<file path="config.mk">
export PLATFORM = sky130hd
export DESIGN_NAME = dsolve_top
export DESIGN_NICKNAME = d
export VERILOG_FILES = /design/src/rtl/dsolve_pkg.sv /design/src/rtl/dsolve_ctrl.sv /design/src/rtl/dsolve_units.sv /design/src/rtl/dsolve_datapath.sv /design/src/rtl/dsolve_top.sv
export SDC_FILE = /design/constraint.sdc
export NUM_CORES = 2
export LEC_CHECK = 0
export BUFFER_PORTS_ARGS = -buffer_cell sky130_fd_sc_hd__buf_2
export CORE_MARGIN = 4
export CORE_UTILIZATION = 55
export CTS_CLUSTER_DIAMETER = 60
export CTS_CLUSTER_SIZE = 14
export DETAILED_ROUTE_END_ITERATION = 12
export GPL_ROUTABILITY_DRIVEN = 0
export PLACE_DENSITY_LB_ADDON = 0.25
export SYNTH_ARGS = -nofsm -noshare
export SYNTH_HDL_FRONTEND = slang
export SYNTH_SLANG_ARGS = --single-unit
</file>
<file path="constraint.sdc">
create_clock -name clk -period 8.8 [get_ports clk]
set_input_delay 1.32 -clock clk [delete_from_list [all_inputs] [get_ports clk]]
set_output_delay 1.32 -clock clk [all_outputs]
set_load 0.02 [all_outputs]
</file>
<file path="src/rtl/dsolve_pkg.sv">
package dsolve_pkg;

    typedef enum logic [2:0] {
        PH_IDLE = 3'd0,
        PH_C1   = 3'd1,
        PH_C2   = 3'd2,
        PH_C3   = 3'd3,
        PH_C4   = 3'd4,
        PH_FIN  = 3'd5
    } phase_e;

    localparam int unsigned N_MUL   = 2;
    localparam int          K_XCOEF = 5;
    localparam int          K_YCOEF = 3;

endpackage

</file>
<file path="src/rtl/dsolve_ctrl.sv">
module dsolve_ctrl
    import dsolve_pkg::*;
(
    input  logic   clk,
    input  logic   rst_n,
    input  logic   start,
    input  logic   x_lt_a,
    output phase_e phase,
    output logic   load,
    output logic   done
);

    phase_e phase_q;
    phase_e phase_d;

    always_ff @(posedge clk or negedge rst_n) begin
        if (!rst_n) phase_q <= PH_IDLE;
        else        phase_q <= phase_d;
    end

    always_comb begin
        phase_d = phase_q;
        unique case (phase_q)
            PH_IDLE: if (start) phase_d = PH_C1;
            PH_C1:   phase_d = x_lt_a ? PH_C2 : PH_FIN;
            PH_C2:   phase_d = PH_C3;
            PH_C3:   phase_d = PH_C4;
            PH_C4:   phase_d = PH_C1;
            PH_FIN:  phase_d = PH_IDLE;
            default: phase_d = PH_IDLE;
        endcase
    end

    always_comb begin
        phase = phase_q;
        load  = (phase_q == PH_IDLE) && start;
        done  = (phase_q == PH_FIN);
    end

    // a committed step always re-enters the comparison phase
    a_r4_c4_to_c1: assert property (@(posedge clk) disable iff (!rst_n)
        (phase_q == PH_C4) |=> (phase_q == PH_C1));

    // comparison true keeps iterating
    a_r2_continue: assert property (@(posedge clk) disable iff (!rst_n)
        (phase_q == PH_C1 && x_lt_a) |=> (phase_q == PH_C2));

    // comparison false finishes
    a_r6_exit: assert property (@(posedge clk) disable iff (!rst_n)
        (phase_q == PH_C1 && !x_lt_a) |=> (phase_q == PH_FIN));

    // done is a single-cycle strobe followed by idle
    a_r5_done_pulse: assert property (@(posedge clk) disable iff (!rst_n)
        done |=> (!done && phase_q == PH_IDLE));

    // start outside idle does not disturb the C2 -> C3 progression
    a_r1_busy_ignore: assert property (@(posedge clk) disable iff (!rst_n)
        (phase_q == PH_C2 && start) |=> (phase_q == PH_C3));

endmodule

</file>
<file path="src/rtl/dsolve_units.sv">
module dsolve_units #(
    parameter int unsigned W    = 32,
    parameter int unsigned NMUL = 2
) (
    input  logic [NMUL-1:0][W-1:0] mul_a,
    input  logic [NMUL-1:0][W-1:0] mul_b,
    input  logic [W-1:0]           add_a,
    input  logic [W-1:0]           add_b,
    input  logic [W-1:0]           sub_a,
    input  logic [W-1:0]           sub_b,
    input  logic [W-1:0]           cmp_a,
    input  logic [W-1:0]           cmp_b,
    output logic [NMUL-1:0][W-1:0] prod,
    output logic [W-1:0]           sum,
    output logic [W-1:0]           diff,
    output logic                   lt
);

    for (genvar gi = 0; gi < NMUL; gi++) begin : g_mul
        assign prod[gi] = mul_a[gi] * mul_b[gi];
    end

    assign sum  = add_a + add_b;
    assign diff = sub_a - sub_b;
    assign lt   = $signed(cmp_a) < $signed(cmp_b);

endmodule

</file>
<file path="src/rtl/dsolve_datapath.sv">
module dsolve_datapath
    import dsolve_pkg::*;
#(
    parameter int unsigned W = 32
) (
    input  logic         clk,
    input  logic         rst_n,
    input  phase_e       phase,
    input  logic         load,
    input  logic [W-1:0] a_in,
    input  logic [W-1:0] dx_in,
    input  logic [W-1:0] x_in,
    input  logic [W-1:0] u_in,
    input  logic [W-1:0] y_in,
    output logic         x_lt_a,
    output logic [W-1:0] y_val
);

    localparam logic [W-1:0] XCOEF = W'(K_XCOEF);
    localparam logic [W-1:0] YCOEF = W'(K_YCOEF);

    logic [W-1:0] a_q, dx_q, x_q, u_q, y_q;
    logic [W-1:0] xn_q, pa_q, pb_q, d_q;

    logic [N_MUL-1:0][W-1:0] mul_a, mul_b, prod;
    logic [W-1:0] add_a, add_b, sub_a, sub_b, cmp_a, cmp_b;
    logic [W-1:0] sum, diff;
    logic         lt;

    always_comb begin
        mul_a = '0;
        mul_b = '0;
        add_a = '0;
        add_b = '0;
        sub_a = '0;
        sub_b = '0;
        cmp_a = '0;
        cmp_b = '0;
        unique case (phase)
            PH_C1: begin
                mul_a[0] = u_q;  mul_b[0] = dx_q;
                mul_a[1] = XCOEF; mul_b[1] = x_q;
                add_a    = x_q;  add_b    = dx_q;
                cmp_a    = x_q;  cmp_b    = a_q;
            end
            PH_C2: begin
                mul_a[0] = pa_q;  mul_b[0] = pb_q;
                mul_a[1] = YCOEF; mul_b[1] = y_q;
            end
            PH_C3: begin
                mul_a[0] = u_q;  mul_b[0] = dx_q;
                mul_a[1] = dx_q; mul_b[1] = pb_q;
                sub_a    = u_q;  sub_b    = pa_q;
            end
            PH_C4: begin
                add_a = y_q; add_b = pa_q;
                sub_a = d_q; sub_b = pb_q;
            end
            default: ;
        endcase
    end

    dsolve_units #(.W(W), .NMUL(N_MUL)) units_i (
        .mul_a (mul_a),
        .mul_b (mul_b),
        .add_a (add_a),
        .add_b (add_b),
        .sub_a (sub_a),
        .sub_b (sub_b),
        .cmp_a (cmp_a),
        .cmp_b (cmp_b),
        .prod  (prod),
        .sum   (sum),
        .diff  (diff),
        .lt    (lt)
    );

    always_ff @(posedge clk or negedge rst_n) begin
        if (!rst_n) begin
            a_q  <= '0; dx_q <= '0; x_q <= '0; u_q <= '0; y_q <= '0;
            xn_q <= '0; pa_q <= '0; pb_q <= '0; d_q <= '0;
        end else if (load) begin
            a_q  <= a_in;
            dx_q <= dx_in;
            x_q  <= x_in;
            u_q  <= u_in;
            y_q  <= y_in;
        end else begin
            unique case (phase)
                PH_C1: begin
                    pa_q <= prod[0];
                    pb_q <= prod[1];
                    xn_q <= sum;
                end
                PH_C2: begin
                    pa_q <= prod[0];
                    pb_q <= prod[1];
                end
                PH_C3: begin
                    pa_q <= prod[0];
                    pb_q <= prod[1];
                    d_q  <= diff;
                end
                PH_C4: begin
                    y_q <= sum;
                    u_q <= diff;
                    x_q <= xn_q;
                end
                default: ;
            endcase
        end
    end

    assign x_lt_a = lt;
    assign y_val  = y_q;

    // the adder and subtractor sit idle in C2 and see zeros
    a_r7_c2_idle_zero: assert property (@(posedge clk) disable iff (!rst_n)
        (phase == PH_C2) |-> (add_a == '0 && add_b == '0 && sub_a == '0 && sub_b == '0));

    // the multipliers sit idle in C4 and see zeros
    a_r7_c4_idle_zero: assert property (@(posedge clk) disable iff (!rst_n)
        (phase == PH_C4) |-> (mul_a == '0 && mul_b == '0 && cmp_a == '0));

    // state values move only on load or at commit
    a_r9_state_hold: assert property (@(posedge clk) disable iff (!rst_n)
        (!load && phase != PH_C4) |=> ($stable(x_q) && $stable(u_q) && $stable(y_q)));

endmodule

</file>
<file path="src/rtl/dsolve_top.sv">
module dsolve_top
    import dsolve_pkg::*;
#(
    parameter int unsigned W = 32
) (
    input  logic         clk,
    input  logic         rst_n,
    input  logic         start,
    input  logic [W-1:0] a_in,
    input  logic [W-1:0] dx_in,
    input  logic [W-1:0] x_in,
    input  logic [W-1:0] u_in,
    input  logic [W-1:0] y_in,
    output logic         done,
    output logic [W-1:0] y_out
);

    phase_e phase;
    logic   load;
    logic   x_lt_a;

    dsolve_ctrl ctrl_i (
        .clk    (clk),
        .rst_n  (rst_n),
        .start  (start),
        .x_lt_a (x_lt_a),
        .phase  (phase),
        .load   (load),
        .done   (done)
    );

    dsolve_datapath #(.W(W)) dp_i (
        .clk    (clk),
        .rst_n  (rst_n),
        .phase  (phase),
        .load   (load),
        .a_in   (a_in),
        .dx_in  (dx_in),
        .x_in   (x_in),
        .u_in   (u_in),
        .y_in   (y_in),
        .x_lt_a (x_lt_a),
        .y_val  (y_out)
    );

endmodule

</file>
==> results.md <==
- Run status: finished, final reports clean
- Crit path capture type: flip-flop
- Count of placed standard cells including taps: around 7,000
- Number of iterations in the first detailed-routing pass: 8
- Arr. time, crit path: 8.96 ns
- Number of primary I/O pins: 196
- Total core area: roughly 87,000 µm²
- Drt wl/cell: 25.4 µm
- Relative area change from synthesis to final layout: 10.4%
- Share of the synthesized area in compound gates (AO/OA/AOI/OAI): 12.1%
- Startpoint of the lowest-slack register-to-register path: ctrl_i.phase[0]
- Top cells by instance count after synthesis: sky130_fd_sc_hd__nand2_1 (1,017), sky130_fd_sc_hd__fa_1 (818), sky130_fd_sc_hd__inv_1 (800)
- Launching element type of the critical path: flip-flop
- Highest routed metal layer: met5
- Number of buffers added to fix hold violations after cts: 0
- Post-Syn Area per Cell: roughly 8.5 µm²
- Largest area contributor in the netlist: sky130_fd_sc_hd__fa_1
- Std cell rows: 108
- Hold Crit Start: dp_i.d_q[9]
- M1 WL: about 64,000 µm
- Total die area: 93,000 µm²
- Wire length of the first global-routing pass: 270,000 µm
- Xor/xnor share of the synthesized area: 3.98%
- Number of DRC violations after detailed-routing iteration 0: 6,032
- Starting Density: 55.7%
- Worst setup skew after layout: 0.0529 ns
- Multiplexer share of the synthesized area: 0.867%
- Clock tree from TritonCTS: done
- Critical path's largest stage delay: 0.56 ns
- Post-synthesis share of cell area spent on and, or, nand and nor gates: 16.8%
- Num Clock Sinks: 291
- Total via count in the routed design: between 40,000 and 50,000
- CP Data Required Time: 9.25 ns
- Peak VDD IR: approximately 500 µV
- Initial antenna violation count: 16
- Post-synthesis sequential area ratio: between 15 and 20%
- Flop and latch count out of synthesis: 291
- Yosys warnings: 0
- P per Cell Area: 369 nW/µm²
- Sum of negative setup slack: 0 ns
- Routed wire length on met2: 74,500 µm
- Post-detailed-routing wire length: 181,000 µm
- Most numerous cell in the Yosys netlist: sky130_fd_sc_hd__nand2_1
- Number of setup violations in the final report: 0
- Via-to-Cell Ratio: 6.17
- DP HPWL: 145,000 µm
- Leakage power figure: 0.0262 µW
- Number of levels in the clock H-tree: 2
- Number of enable-type register cells in the synthesized netlist: 0
- TritonCTS buffer count: 40
- Worst setup timing slack at the placement stage: 0.130 ns
- CP max stage cell: sky130_fd_sc_hd__a22oi_1
- Slew HR: 30.5%
- Vertical extent of the die: about 300 µm
- Reported max-cap violation count: 0
- Synthesized netlist net count: 7,006
- Class of the tightest hold or removal check: reg -> reg
- Total global routing track utilization: 38.5%
- Maximum clock insertion buffer count: 3
- Share of async-settable or async-resettable flops after synthesis: between 90% and 100%
- IO Port Bufs: ~200
- Clock input transition at the sequential cells of the worst setup and hold paths: 0.07 ns
- Cell area after synthesis: around 49,000 µm²
- Worst-path maximum fanout: 17
- Number of unique standard cell types used by synthesis: 76
- Post-synthesis share of cell area spent on full adders, half adders and majority gates: between 40% and 50%
- Share of the synthesized area in the top cell type: 33.8%
- Net count, final: 7,225
- Final-layout fill cell count: 7,590
- Pin count of the biggest net entering global routing: 150
- Final global-route overflow total: 0
- Overall power: 19,700 µW
- Instance count of the mapped netlist: ~5,700
- Biggest area contributors in the synthesized netlist: sky130_fd_sc_hd__fa_1 (34%), sky130_fd_sc_hd__dfrtp_1 (15%), sky130_fd_sc_hd__ha_1 (8.7%)
- Path type of the worst setup path: reg -> reg
- Most frequent CP cell: sky130_fd_sc_hd__fa_1
- Final count of hold timing violations: 0
- Root Buffer Master: sky130_fd_sc_hd__clkbuf_16
- X dimension of the die: between 300 and 400 µm
- Max Slew Vio Count: 0
- Met3 wire length: between 20,000 and 30,000 µm
- Clock period minus worst slack: 8.51 ns
- Synth Flop Type: sky130_fd_sc_hd__dfrtp_1
- Cell Count, Final, Fillers Out: around 7,000
- Launching instance or port of the critical path: ctrl_i.phase[0]
- Setup WS post-layout: 0.291 ns
- Remaining number of nets flagged by the antenna check after routing: 0
- Share of the clock period used by the worst path: 96.7%
- Number of design rule violations left after detail routing: 0
- Via count of the first global-routing pass: 43,700
- Combinational family with the most area after synthesis: adder cells
- Clock Latency Late Sink: just over 0.6 ns
- Tightest Pin Transition: about 1.0 ns
- Proportion of layout cells with a drive suffix above 1: 11.3%
- Peak clock frequency supported by timing: 118 MHz
[metal layers]
metal | vias to the layer above | GRT usage, %
li1 | 18400 | -
met5 | - | 0
met2 | 3311 | 55.8
met4 | 6 | 23.5
met3 | 826 | 12.7
met1 | 21300 | 50.1
[through the flow]
| step | utilization (%) | hold slack [ns] | instance area, µm² |
|---|---|---|---|
| floorplan | - | 0.444 | 48500 |
| global placement | 59.4 | 0.458 | 51800 |
| detailed placement | 59.4 | 0.464 | 51800 |
| CTS | 61.0 | 0.479 | 53100 |
| global route | 61.4 | 0.497 | 53500 |
| finish | 61.4 | 0.477 | 53500 |
[placed cells by master, fill, tap and decap left out, types with 15 or more instances in the layout]
cell / synthesis / layout
sky130_fd_sc_hd__nand2_1: 1017 / 1016
sky130_fd_sc_hd__fa_1: 818 / 818
sky130_fd_sc_hd__inv_1: 800 / 800
sky130_fd_sc_hd__nor2_1: 688 / 684
sky130_fd_sc_hd__ha_1: 339 / 339
sky130_fd_sc_hd__dfrtp_1: 291 / 288
sky130_fd_sc_hd__buf_4: 6 / 275
sky130_fd_sc_hd__o21ai_0: 236 / 236
sky130_fd_sc_hd__buf_2: 19 / 194
sky130_fd_sc_hd__xnor2_1: 163 / 162
sky130_fd_sc_hd__a21oi_1: 144 / 144
sky130_fd_sc_hd__a22oi_1: 129 / 113
sky130_fd_sc_hd__a21o_1: 116 / 113
sky130_fd_sc_hd__a22o_1: 107 / 104
sky130_fd_sc_hd__and2_1: 59 / 58
sky130_fd_sc_hd__nand3_1: 52 / 52
sky130_fd_sc_hd__xor2_1: 52 / 52
sky130_fd_sc_hd__clkbuf_16: 0 / 41
sky130_fd_sc_hd__mux2_2: 32 / 32
sky130_fd_sc_hd__nor3_1: 31 / 31
sky130_fd_sc_hd__nand2b_1: 28 / 28
sky130_fd_sc_hd__or2_2: 28 / 27
sky130_fd_sc_hd__a22oi_2: 7 / 23
sky130_fd_sc_hd__o21bai_1: 18 / 18
sky130_fd_sc_hd__or3_1: 17 / 17
sky130_fd_sc_hd__a211oi_1: 17 / 17
sky130_fd_sc_hd__nor2b_1: 18 / 16
sky130_fd_sc_hd__diode_2: 0 / 15
sky130_fd_sc_hd__o21a_1: 15 / 15
sky130_fd_sc_hd__o22ai_1: 15 / 15
[report_power, final]
| part | switching (µW) | total, µW | internal (µW) |
|---|---|---|---|
| registers | 1110 | 3050 | 1940 |
| clock network | 754 | 1690 | 932 |
| logic | 9440 | 15000 | 5560 |
| total | 11300 | 19700 | 8440 |
[final cells by class]
class                      instances  area (µm²)  share of cell area [%]
timing repair buffer             479        3210                    5.99
clock inverter                    24         285                   0.533
tap                             1155        1450                    2.70
antenna                           15        37.5                  0.0701
sequential                       291        7290                    13.6
multi-input combinational       4292       37200                    69.5
clock buffer                      47        1070                    1.99
inverter                         801        3010                    5.62
[registers in the layout, indices dropped and copies added (netlist names)]
| name | count |
|---|---|
| dp_i.pa_q | 32 |
| dp_i.pb_q | 32 |
| dp_i.xn_q | 32 |
| dp_i.d_q | 32 |
| dp_i.u_q | 32 |
| dp_i.dx_q | 32 |
| dp_i.a_q | 32 |
| dp_i.y_val | 32 |
| dp_i.x_q | 32 |
| ctrl_i.phase | 3 |
[worst max-delay path: cells and delay by family (launching register included)]
kind                       cells  cell delay [ns]
AOI/OAI and AO/OA             11             1.97
xor gates and xnor gates       1             0.18
adders and majority gates      9             4.30
buffers and inverters          7             0.76
DFF                            1             0.45
muxes                          1             0.36
and+or+nand+nor                2             0.29
[worst paths after layout]
| kind | to | slack, ns | cells after the start |
|---|---|---|---|
| max in group asynchronous | dp_i.u_q[11] | 6.52 | 2 |
| min | dp_i.d_q[9] | 0.48 | 2 |
| max | dp_i.pb_q[29] | 0.29 | 31 |
| max reg2reg | dp_i.pb_q[29] | 0.29 | 31 |
| min reg2reg | dp_i.d_q[9] | 0.48 | 2 |
| min in group asynchronous | dp_i.a_q[14] | 0.79 | 1 |
[cell families (layout without fill, tap and decap cells)]
family / count (synthesis) / after routing
flip-flops: 291 / 291
buffers and inverters: 1106 / 1351
other: 0 / 15
multiplexers: 38 / 38
XOR/XNOR: 217 / 217
adder cells (fa/ha/maj): 1157 / 1157
AND/OR/NAND/NOR: 1995 / 1998
AO/OA/AOI/OAI: 882 / 882
[what timing repair did]
action,4_1_cts,5_1_grt
setup buffers,0,24
gates resized for setup,0,34
endpoints found under the setup margin,0,13
No activity file was read; power rests on OpenSTA's default activity.
